<file path="src/rtl/uart_brk_pkg.sv">
package uart_brk_pkg;
  typedef enum logic [1:0] {
    ST_IDLE  = 2'd0,
    ST_RECV  = 2'd1,
    ST_ZRUN  = 2'd2,
    ST_WHIGH = 2'd3
  } rx_state_e;

  function automatic logic vote3(input logic a, input logic b, input logic c);
    return (a & b) | (a & c) | (b & c);
  endfunction
endpackage

</file>
<file path="src/rtl/uart_line_sync.sv">
module uart_line_sync #(
  parameter int STAGES = 2
) (
  input  logic clk,
  input  logic rst_n,
  input  logic din,
  output logic dout
);
  logic [STAGES-1:0] chain;

  generate
    if (STAGES == 1) begin : g_one
      always_ff @(posedge clk or negedge rst_n)
        if (!rst_n) chain <= '1;
        else        chain <= din;
    end else begin : g_many
      always_ff @(posedge clk or negedge rst_n)
        if (!rst_n) chain <= '1;
        else        chain <= {chain[STAGES-2:0], din};
    end
  endgenerate

  assign dout = chain[STAGES-1];
endmodule

</file>
<file path="src/rtl/uart_os_sampler.sv">
module uart_os_sampler
  import uart_brk_pkg::*;
#(
  parameter int OVS = 16
) (
  input  logic clk,
  input  logic rst_n,
  input  logic tick,
  input  logic line,
  input  logic align,
  input  logic run,
  output logic strobe,
  output logic bit_val,
  output logic bit_noisy
);
  localparam int CW    = $clog2(OVS + 1);
  localparam int S_MID = OVS / 2;
  localparam int S_LO  = S_MID - 1;
  localparam int S_HI  = S_MID + 1;

  logic [CW-1:0] cnt, cnt_nx;
  logic          s_lo, s_mid;

  always_comb cnt_nx = (cnt == CW'(OVS)) ? CW'(1) : cnt + CW'(1);

  always_ff @(posedge clk or negedge rst_n) begin
    if (!rst_n) begin
      cnt       <= '0;
      s_lo      <= 1'b1;
      s_mid     <= 1'b1;
      strobe    <= 1'b0;
      bit_val   <= 1'b1;
      bit_noisy <= 1'b0;
    end else begin
      strobe <= 1'b0;
      if (align && tick) begin
        cnt <= CW'(1);
      end else if (run && tick) begin
        cnt <= cnt_nx;
        if (cnt_nx == CW'(S_LO))  s_lo  <= line;
        if (cnt_nx == CW'(S_MID)) s_mid <= line;
        if (cnt_nx == CW'(S_HI)) begin
          strobe    <= 1'b1;
          bit_val   <= vote3(s_lo, s_mid, line);
          bit_noisy <= !((s_lo == s_mid) && (s_mid == line));
        end
      end
    end
  end
endmodule

</file>
<file path="src/rtl/uart_zero_run.sv">
module uart_zero_run #(
  parameter int MAXF = 11,
  localparam int ZW  = $clog2(MAXF + 2)
) (
  input  logic          clk,
  input  logic          rst_n,
  input  logic          strobe,
  input  logic          bit_val,
  input  logic          clr,
  input  logic [ZW-1:0] thr,
  output logic          hit
);
  logic [ZW-1:0] run_cnt;

  assign hit = strobe && !bit_val && ((run_cnt + ZW'(1)) >= thr);

  always_ff @(posedge clk or negedge rst_n) begin
    if (!rst_n)              run_cnt <= '0;
    else if (clr)            run_cnt <= '0;
    else if (strobe) begin
      if (bit_val)                    run_cnt <= '0;
      else if (run_cnt != ZW'(MAXF + 1)) run_cnt <= run_cnt + ZW'(1);
    end
  end
endmodule

</file>
<file path="src/rtl/uart_brk_rx.sv">
module uart_brk_rx
  import uart_brk_pkg::*;
#(
  parameter int OVS      = 16,
  parameter int DW_MIN   = 8,
  parameter int DW_MAX   = 9,
  parameter int SYNC_STG = 2
) (
  input  logic              clk,
  input  logic              rst_n,
  input  logic              tick16,
  input  logic              rx_line,
  input  logic              nine_bit,
  input  logic              parity_en,
  input  logic              parity_odd,
  input  logic              brk_det_en,
  input  logic              sticky_clr,
  output logic              rx_valid,
  input  logic              rx_ready,
  output logic [DW_MAX-1:0] rx_data,
  output logic              rx_fe,
  output logic              rx_pe,
  output logic              ovr_flag,
  output logic              noise_flag,
  output logic              brk_flag,
  output logic              rx_active
);
  localparam int FR_MIN = DW_MIN + 2;
  localparam int FR_MAX = DW_MAX + 2;
  localparam int IW     = $clog2(DW_MAX + 2);
  localparam int ZW     = $clog2(FR_MAX + 2);

  logic              line_s;
  logic              strobe, bitv, noisy, zhit, zclr, align, run;
  rx_state_e         st, st_nx;
  logic [IW-1:0]     idx, idx_nx, dw;
  logic [DW_MAX-1:0] shreg, sh_nx;
  logic              dlv, dlv_fe, brk_set, frame_pe;
  logic [ZW-1:0]     thr;

  uart_line_sync #(.STAGES(SYNC_STG)) u_sync (
    .clk(clk), .rst_n(rst_n), .din(rx_line), .dout(line_s)
  );

  assign run = (st == ST_RECV) || (st == ST_ZRUN);

  uart_os_sampler #(.OVS(OVS)) u_samp (
    .clk(clk), .rst_n(rst_n), .tick(tick16), .line(line_s),
    .align(align), .run(run),
    .strobe(strobe), .bit_val(bitv), .bit_noisy(noisy)
  );

  assign thr = nine_bit ? ZW'(FR_MAX) : ZW'(FR_MIN);

  uart_zero_run #(.MAXF(FR_MAX)) u_zrun (
    .clk(clk), .rst_n(rst_n), .strobe(strobe), .bit_val(bitv),
    .clr(zclr), .thr(thr), .hit(zhit)
  );

  assign dw        = nine_bit ? IW'(DW_MAX) : IW'(DW_MIN);
  assign frame_pe  = parity_en && ((^shreg) != parity_odd);
  assign rx_active = run;

  always_comb begin
    st_nx   = st;
    idx_nx  = idx;
    sh_nx   = shreg;
    dlv     = 1'b0;
    dlv_fe  = 1'b0;
    brk_set = 1'b0;
    zclr    = 1'b0;
    align   = 1'b0;
    unique case (st)
      ST_IDLE: begin
        if (tick16 && !line_s) begin
          align  = 1'b1;
          st_nx  = ST_RECV;
          idx_nx = '0;
          sh_nx  = '0;
        end
      end
      ST_RECV: begin
        if (strobe) begin
          if (idx == '0) begin
            if (bitv) st_nx = ST_IDLE;
            else      idx_nx = IW'(1);
          end else if (idx <= dw) begin
            sh_nx[idx - IW'(1)] = bitv;
            idx_nx = idx + IW'(1);
          end else if (bitv) begin
            dlv   = 1'b1;
            st_nx = ST_IDLE;
          end else if (!brk_det_en) begin
            dlv    = 1'b1;
            dlv_fe = 1'b1;
            st_nx  = ST_WHIGH;
          end else if (zhit) begin
            brk_set = 1'b1;
            st_nx   = ST_WHIGH;
          end else begin
            st_nx = ST_ZRUN;
          end
        end
      end
      ST_ZRUN: begin
        if (strobe) begin
          if (bitv) begin
            dlv    = 1'b1;
            dlv_fe = 1'b1;
            st_nx  = ST_IDLE;
          end else if (zhit) begin
            brk_set = 1'b1;
            st_nx   = ST_WHIGH;
          end
        end
      end
      default: begin
        if (tick16 && line_s) begin
          st_nx = ST_IDLE;
          zclr  = 1'b1;
        end
      end
    endcase
  end

  always_ff @(posedge clk or negedge rst_n) begin
    if (!rst_n) begin
      st    <= ST_IDLE;
      idx   <= '0;
      shreg <= '0;
    end else begin
      st    <= st_nx;
      idx   <= idx_nx;
      shreg <= sh_nx;
    end
  end

  always_ff @(posedge clk or negedge rst_n) begin
    if (!rst_n) begin
      rx_valid   <= 1'b0;
      rx_data    <= '0;
      rx_fe      <= 1'b0;
      rx_pe      <= 1'b0;
      ovr_flag   <= 1'b0;
      noise_flag <= 1'b0;
      brk_flag   <= 1'b0;
    end else begin
      if (rx_valid && rx_ready) rx_valid <= 1'b0;
      if (sticky_clr) begin
        ovr_flag   <= 1'b0;
        noise_flag <= 1'b0;
        brk_flag   <= 1'b0;
      end
      if (dlv) begin
        if (rx_valid && !rx_ready) begin
          ovr_flag <= 1'b1;
        end else begin
          rx_valid <= 1'b1;
          rx_data  <= shreg;
          rx_fe    <= dlv_fe;
          rx_pe    <= frame_pe;
        end
      end
      if (strobe && noisy) noise_flag <= 1'b1;
      if (brk_set)         brk_flag   <= 1'b1;
    end
  end
endmodule

</file>
<file path="config.mk">
export PLATFORM = sky130hd
export DESIGN_NAME = uart_brk_rx
export DESIGN_NICKNAME = d
export VERILOG_FILES = /design/src/rtl/uart_brk_pkg.sv /design/src/rtl/uart_line_sync.sv /design/src/rtl/uart_os_sampler.sv /design/src/rtl/uart_zero_run.sv /design/src/rtl/uart_brk_rx.sv
export SDC_FILE = /design/constraint.sdc
export NUM_CORES = 1
export LEC_CHECK = 0
export BUFFER_PORTS_ARGS = -buffer_cell sky130_fd_sc_hd__buf_4
export CORE_ASPECT_RATIO = 0.75
export CORE_MARGIN = 4
export CORE_UTILIZATION = 45
export CTS_CLUSTER_DIAMETER = 100
export DETAILED_ROUTE_END_ITERATION = 6
export PLACE_DENSITY_LB_ADDON = 0.15
export SLEW_MARGIN = 25
export SYNTH_ARGS = -nofsm -noshare
export SYNTH_HDL_FRONTEND = slang
export SYNTH_HIERARCHICAL = 1
export SYNTH_SLANG_ARGS = --single-unit
</file>
<file path="constraint.sdc">
create_clock -name clk -period 3.4 [get_ports clk]
set_input_delay 0.17 -clock clk [delete_from_list [all_inputs] [get_ports clk]]
set_output_delay 0.17 -clock clk [all_outputs]
set_load 0.02 [all_outputs]
</file>
After elaboration in Yosys (flattened, before gate mapping):

Cells that the tools add are included.

* bits in registers: 46
* input port bits: 10
* word-level logic and storage cells: 163

* add/sub/neg operators: 4
* $lt $le $gt $ge: 4
* equal/unequal tests: 20
* mux-type cells: 74
* bitwise operators: 7
* reduce and logical (&&, ||, !) cells: 36

Operators by type and width (count)
* $mux W1: 40
* $mux W4: 9
* $mux W9: 4
* $mux W2: 10
* $pmux W9 S2: 1
* $mux W5: 3
* $logic_and A1 B1 Y1: 12
* $eq A5 B4 Y1 const B: 2
* $reduce_and A5 Y1: 2
* $reduce_bool A2 Y1: 5
* $bwmux W9: 1
* $reduce_and A3 Y1: 3
* $reduce_xor A9 Y1: 1
* $add A4 B1 Y4 const B: 2
* $pmux W4 S2: 1
* $reduce_and A7 Y1: 1
* $ne A2 B1 Y1 const B: 3
* $ne A3 B1 Y1 const B: 2
* $ne A3 B3 Y1 const B: 2
* $pmux W1 S2: 3
* $pmux W2 S3: 1
* $add A5 B1 Y5 const B: 1
* $eq A5 B3 Y1 const B: 1
* $eq A5 B5 Y1 const B: 1
* other kinds (24): 34

Depth between registers and ports, before layout:

* word-level depth: 11
* mapped depth: 10

Modules after synthesis:

Netlist, hierarchy kept.

Modules (own cells, without submodules)
* uart_brk_rx: instances 1, cells an instance 186, area each 1860.5 µm², sequential area each 750.7 µm²
* uart_os_sampler: instances 1, cells an instance 60, area each 605.6 µm², sequential area each 254.0 µm²
* uart_zero_run: instances 1, cells an instance 41, area each 376.6 µm², sequential area each 100.1 µm²
* uart_line_sync: instances 1, cells an instance 2, area each 52.6 µm², sequential area each 52.6 µm²

Least setup slack after synthesis:

OpenSTA, ideal clock, no wires.

* path type: reg-to-reg
* from: reg u_zrun.run_cnt[0]
* to: reg st[0]
* setup time: 125 ps
* arrival time: 2150 ps
* slack: 1125 ps
* stages on the path, launching flop included: 11
* path buffers: 0
* cell sequence: dfrtp_1 inv_1 ha_1 ha_1 o21ai_0 a21oi_1 o31a_1 o31ai_1 o21ai_0 nand3_1 mux2_2

* cells in the longest elaborated chain, start to end: 10
* elaborated cells between the ends (all ways): 12
* classes of those cells: add/sub: 1; order compare: 1; eq/ne: 1; mux: 7; reduce/logical: 2

RTL lines
* from (decl): RTL line uart_zero_run.sv:13 `logic [ZW-1:0] run_cnt;`
* from (signal assigned): RTL line uart_zero_run.sv:22 `else if (run_cnt != ZW'(MAXF + 1)) run_cnt <= run_cnt + ZW'(1);`
* $add A4 B1 Y4 *: RTL line uart_zero_run.sv:15 `assign hit = strobe && !bit_val && ((run_cnt + ZW'(1)) >= thr);`
* $ge A4 B4 Y1 *: RTL line uart_zero_run.sv:15
* $logic_and A1 B1 Y1 *: RTL line uart_zero_run.sv:15
* via zhit: RTL line uart_brk_rx.sv:34 `logic strobe, bitv, noisy, zhit, zclr, align, run;`
* $mux W1: RTL line uart_brk_rx.sv:97 `end else if (zhit) begin`
* $mux W1: RTL line uart_brk_rx.sv:93 `end else if (!brk_det_en) begin`
* $mux W2: RTL line uart_brk_rx.sv:90 `end else if (bitv) begin`
* $mux W2: RTL line uart_brk_rx.sv:87 `end else if (idx <= dw) begin`
* $mux W2: RTL line uart_brk_rx.sv:84 `if (idx == '0) begin`
* $mux W2: RTL line uart_brk_rx.sv:83 `if (strobe) begin`
* $pmux W2 S3: RTL line uart_brk_rx.sv:73 `unique case (st)`
* to (signal assigned): RTL line uart_brk_rx.sv:132 `st <= st_nx;`
* to (decl): RTL line uart_brk_rx.sv:35 `rx_state_e st, st_nx;`

Mark *: on every way through the listed nets, which the timed path passes. The rest lies on a longest branch. The select of a mux whose other input is x is not followed.
A chain may end at the register's enable or synchronous reset.

Final worst setup path:

Ends and elaborated chain as after synthesis.

==> metrics.md <==
| Metric | Value |
|---|---|
| Status | finished clean |
| Dpl ws | 0.9570 ns |
| Die width | 100.6 um |
| CP Data Required Time | 3.59 ns |
| Layout area overhead | 12.40% |
| Vias in the first global route | 2044 |
| Maxcap violations | 0 |
| Hold slack | 0.05238 ns |
| P_leak | 0.001554 uW |
| Fin nets | 349 |
| Worst-path cell chain | inv_1 -> ha_1 -> ha_1 -> o21ai_0 -> a21oi_1 -> o31a_1 -> o31ai_1 -> o21ai_0 -> nand3_1 -> mux2_2 |
| Final core area utilization | 0.5176 |
| Vias per inst | 5.521 |
| Worst Skew | 0.01021 ns |
| CP Launch Type | flip-flop |
| Initial Util | 0.4605 |
| Clk pin slew, worst setup/hold paths | 0.08 ns |
| WL/cell | 15.27 um |
| Fin crit share | 0.7227 |
| # clock sinks | 46 |
| Setup repair bufs after CTS | 0 |
| Syn. warnings | 6 |
| Synth async-reset ratio | 1.000 |
| CTS Buffer Depth | 2 |
| Register area share after synthesis | 0.3997 |
| Worst path slowest cell | dfrtp_1 |
| Port Buffer Count | 25 |
| Die height | 77.47 um |
| Skew-Pair Late Insertion Delay | 0.31 ns |
| CTS tree | yes |
| Vias | 2203 |
| Crit path max fanout | 5 |
| Core ar. | 6287 um^2 |
| WS Path Type | reg -> reg |
| CTS root buffer | clkbuf_8 |
| Total power | 2120 uW |
| Die Area | 7795 um^2 |
| DRT Wirelength | 6093 um |
| Fmax achieved | 0.4070 GHz |
| Netlist cell types | 63 |
| Worst Path Buf+Inv | 1 |
| Drc violations | 0 |
| Resized cells post-CTS | 0 |
| Slew @ Worst Pin | 0.6691 ns |
| RSZ-0062 raised after global routing | no |
| Crit path DAT | 2.65 ns |
| Final worst setup slack | 0.9429 ns |
| EDFF count, synth | 0 |
| Post-Route Setup TNS | 0 ns |
| Final Wtd Congestion | 0.8412 |
| First-pass DRT Iterations | 4 |
| H-tree levels | 2 |
| Initial antenna violation count | 0 |
| Slew Viols, Final | 0 |
| Fillers | 578 |
| Ports | 26 |
| Delay-heaviest family, CP | compound AO/OA/AOI/OAI gates |
| Synth Register Bits | 46 |
| Final ANT Viol Nets | 0 |
| Crit. End Element | flip-flop |
| Post-Syn Instances | 289 |
| Pin count of the biggest net entering global routing | 47 |
| P per Cell Area | 651.3 nW/um^2 |
| Top_reg_cell synth | dfrtp_1 |
| Final setup viols | 0 |
| Dpl hpwl | 4413 um |
| DR iter-0 viols | 165 |
| Mapped cell area | 2895 um^2 |
| Final Hold Fails | 0 |
| Maximum vdd drop | 320.9 uV |
| Final worst path period need | 2.457 ns |
| Num CTS Buffers | 5 |
| Slowest Stage Delay on Critical Path | 0.42 ns |
| Global-route wire length before repair | 10380 um |
| Grt total ovfl | 0 |
| Slew HR | 0.5490 |
| Rows | 25 |
| All-Layer GR Usage | 0.1665 |
| N_diodes | 0 |
| Min-delay worst type | in -> reg |
| Layout cells sized above 1 | 0.2107 |
| Mean post-synth cell area | 10.02 um^2 |
-- cell usage in the layout (no fill, tap or decap), drive strengths merged, types with 3 or more instances in the layout --
cell type,count
nor3b,4
conb,3
mux2,13
xnor2,6
nor3,4
nand3,12
xor2,5
inv,24
clkbuf,6
o41ai,4
o21ai,24
a221o,8
o31ai,3
nand2,25
nand3b,4
dfrtp,41
nand2b,3
nor2,13
nor2b,6
and3,5
ha,22
a211oi,3
a31oi,3
dfstp,5
a21oi,16
buf,26
-- synth_stat cells (all sizes together), types with 2 or more instances --
library cell  instances  area share
nor2                 13       0.017
o31ai                 3       0.014
xnor2                 6       0.018
a21o                  2      0.0056
a21oi                16       0.028
mux2i                 2      0.0069
a211oi                3       0.011
mux2                 13       0.051
nand3b                4       0.012
ha                   22       0.095
buf                   7       0.015
inv                  24       0.031
xor2                  5       0.015
o21ai                24       0.047
dfrtp                41        0.35
conb                  2      0.0026
nand2                25       0.033
o41ai                 4       0.020
and3                  5       0.013
nand3                12       0.021
nand4b                2      0.0082
nand2b                3      0.0065
dfstp                 5       0.045
nor3                  4      0.0069
nor2b                 6       0.013
or3b                  2      0.0061
a31oi                 3      0.0065
nor3b                 4       0.014
a211o                 2      0.0061
a221o                 8       0.028
-- kinds of logic (layout without fill, tap and decap cells) --
kind of cell | count (synthesis) | in the layout | share of synthesized area
DFF | 46 | 46 | 0.3997
other | 2 | 3 | 0.002594
xor gates and xnor gates | 12 | 12 | 0.04105
buffers and inverters | 32 | 60 | 0.04754
muxes | 15 | 15 | 0.05748
AOI/OAI and AO/OA | 76 | 76 | 0.1966
and+or+nand+nor | 84 | 84 | 0.1599
adders and majority gates | 22 | 22 | 0.09507
-- where the power goes --
group          leakage [uW]  internal, uW  switching [uW]
sequential         0.000602           656             153
clock             0.0000452           146             197
combinational      0.000907           387             581
-- metrics by stage --
stage | area, um^2 | std cells
3_3_place_gp | 3148 | 389
3_5_place_dp | 3148 | 389
4_1_cts | 3254 | 399
5_1_grt | 3254 | 399
6_report | 3254 | 399
2_1_floorplan | 2899 | 290
-- routing by layer --
metal / vias to the layer above / GRT usage / wire, um
met1: 1062 / 0.2681 / 3320
met4: 0 / 0.04172 / 46
li1: 1092 / - / -
met2: 43 / 0.2234 / 2417
met5: - / 0 / 0
met3: 6 / 0.03324 / 310
-- final timing paths --
check,start,to,slack [ns],cells after the start
worst min-delay path,sticky_clr,brk_flag,0.05,2
max in group asynchronous,rst_n,shreg[7],2.58,2
worst max-delay path,u_zrun/run_cnt[0],st[0],0.94,10
min in group asynchronous,rst_n,u_zrun/run_cnt[2],0.40,2
worst min register to register,u_sync/chain[0],u_sync/chain[1],0.36,0
worst max register to register,u_zrun/run_cnt[0],st[0],0.94,10
-- final cells by class --
type | count | area (um^2) | share of cell area
multi-input combinational | 212 | 1604 | 0.4929
tap | 81 | 101.3 | 0.03114
timing repair buffer | 28 | 215.2 | 0.06613
inverter | 24 | 90.09 | 0.02768
clock buffer | 6 | 72.57 | 0.02230
clock inverter | 2 | 13.76 | 0.004229
sequential | 46 | 1157 | 0.3556
-- repair_timing --
action / CTS / global route
setup endpoints to repair: 0 / 0
hold buffers: 2 / 0
endpoints found under the hold margin: 42 / 0
-- registers in the layout, indices dropped and copies added (netlist names) --
signal	cells
rx_pe	1
u_zrun/run_cnt	4
brk_flag	1
rx_data	9
u_samp/bit_noisy	1
u_samp/strobe	1
u_samp/cnt	5
u_samp/s_mid	1
rx_fe	1
u_samp/bit_val	1
idx	4
rx_valid	1
u_samp/s_lo	1
u_sync/chain	2
shreg	9
noise_flag	1
ovr_flag	1
st	2
No activity file was read; power rests on OpenSTA's default activity.
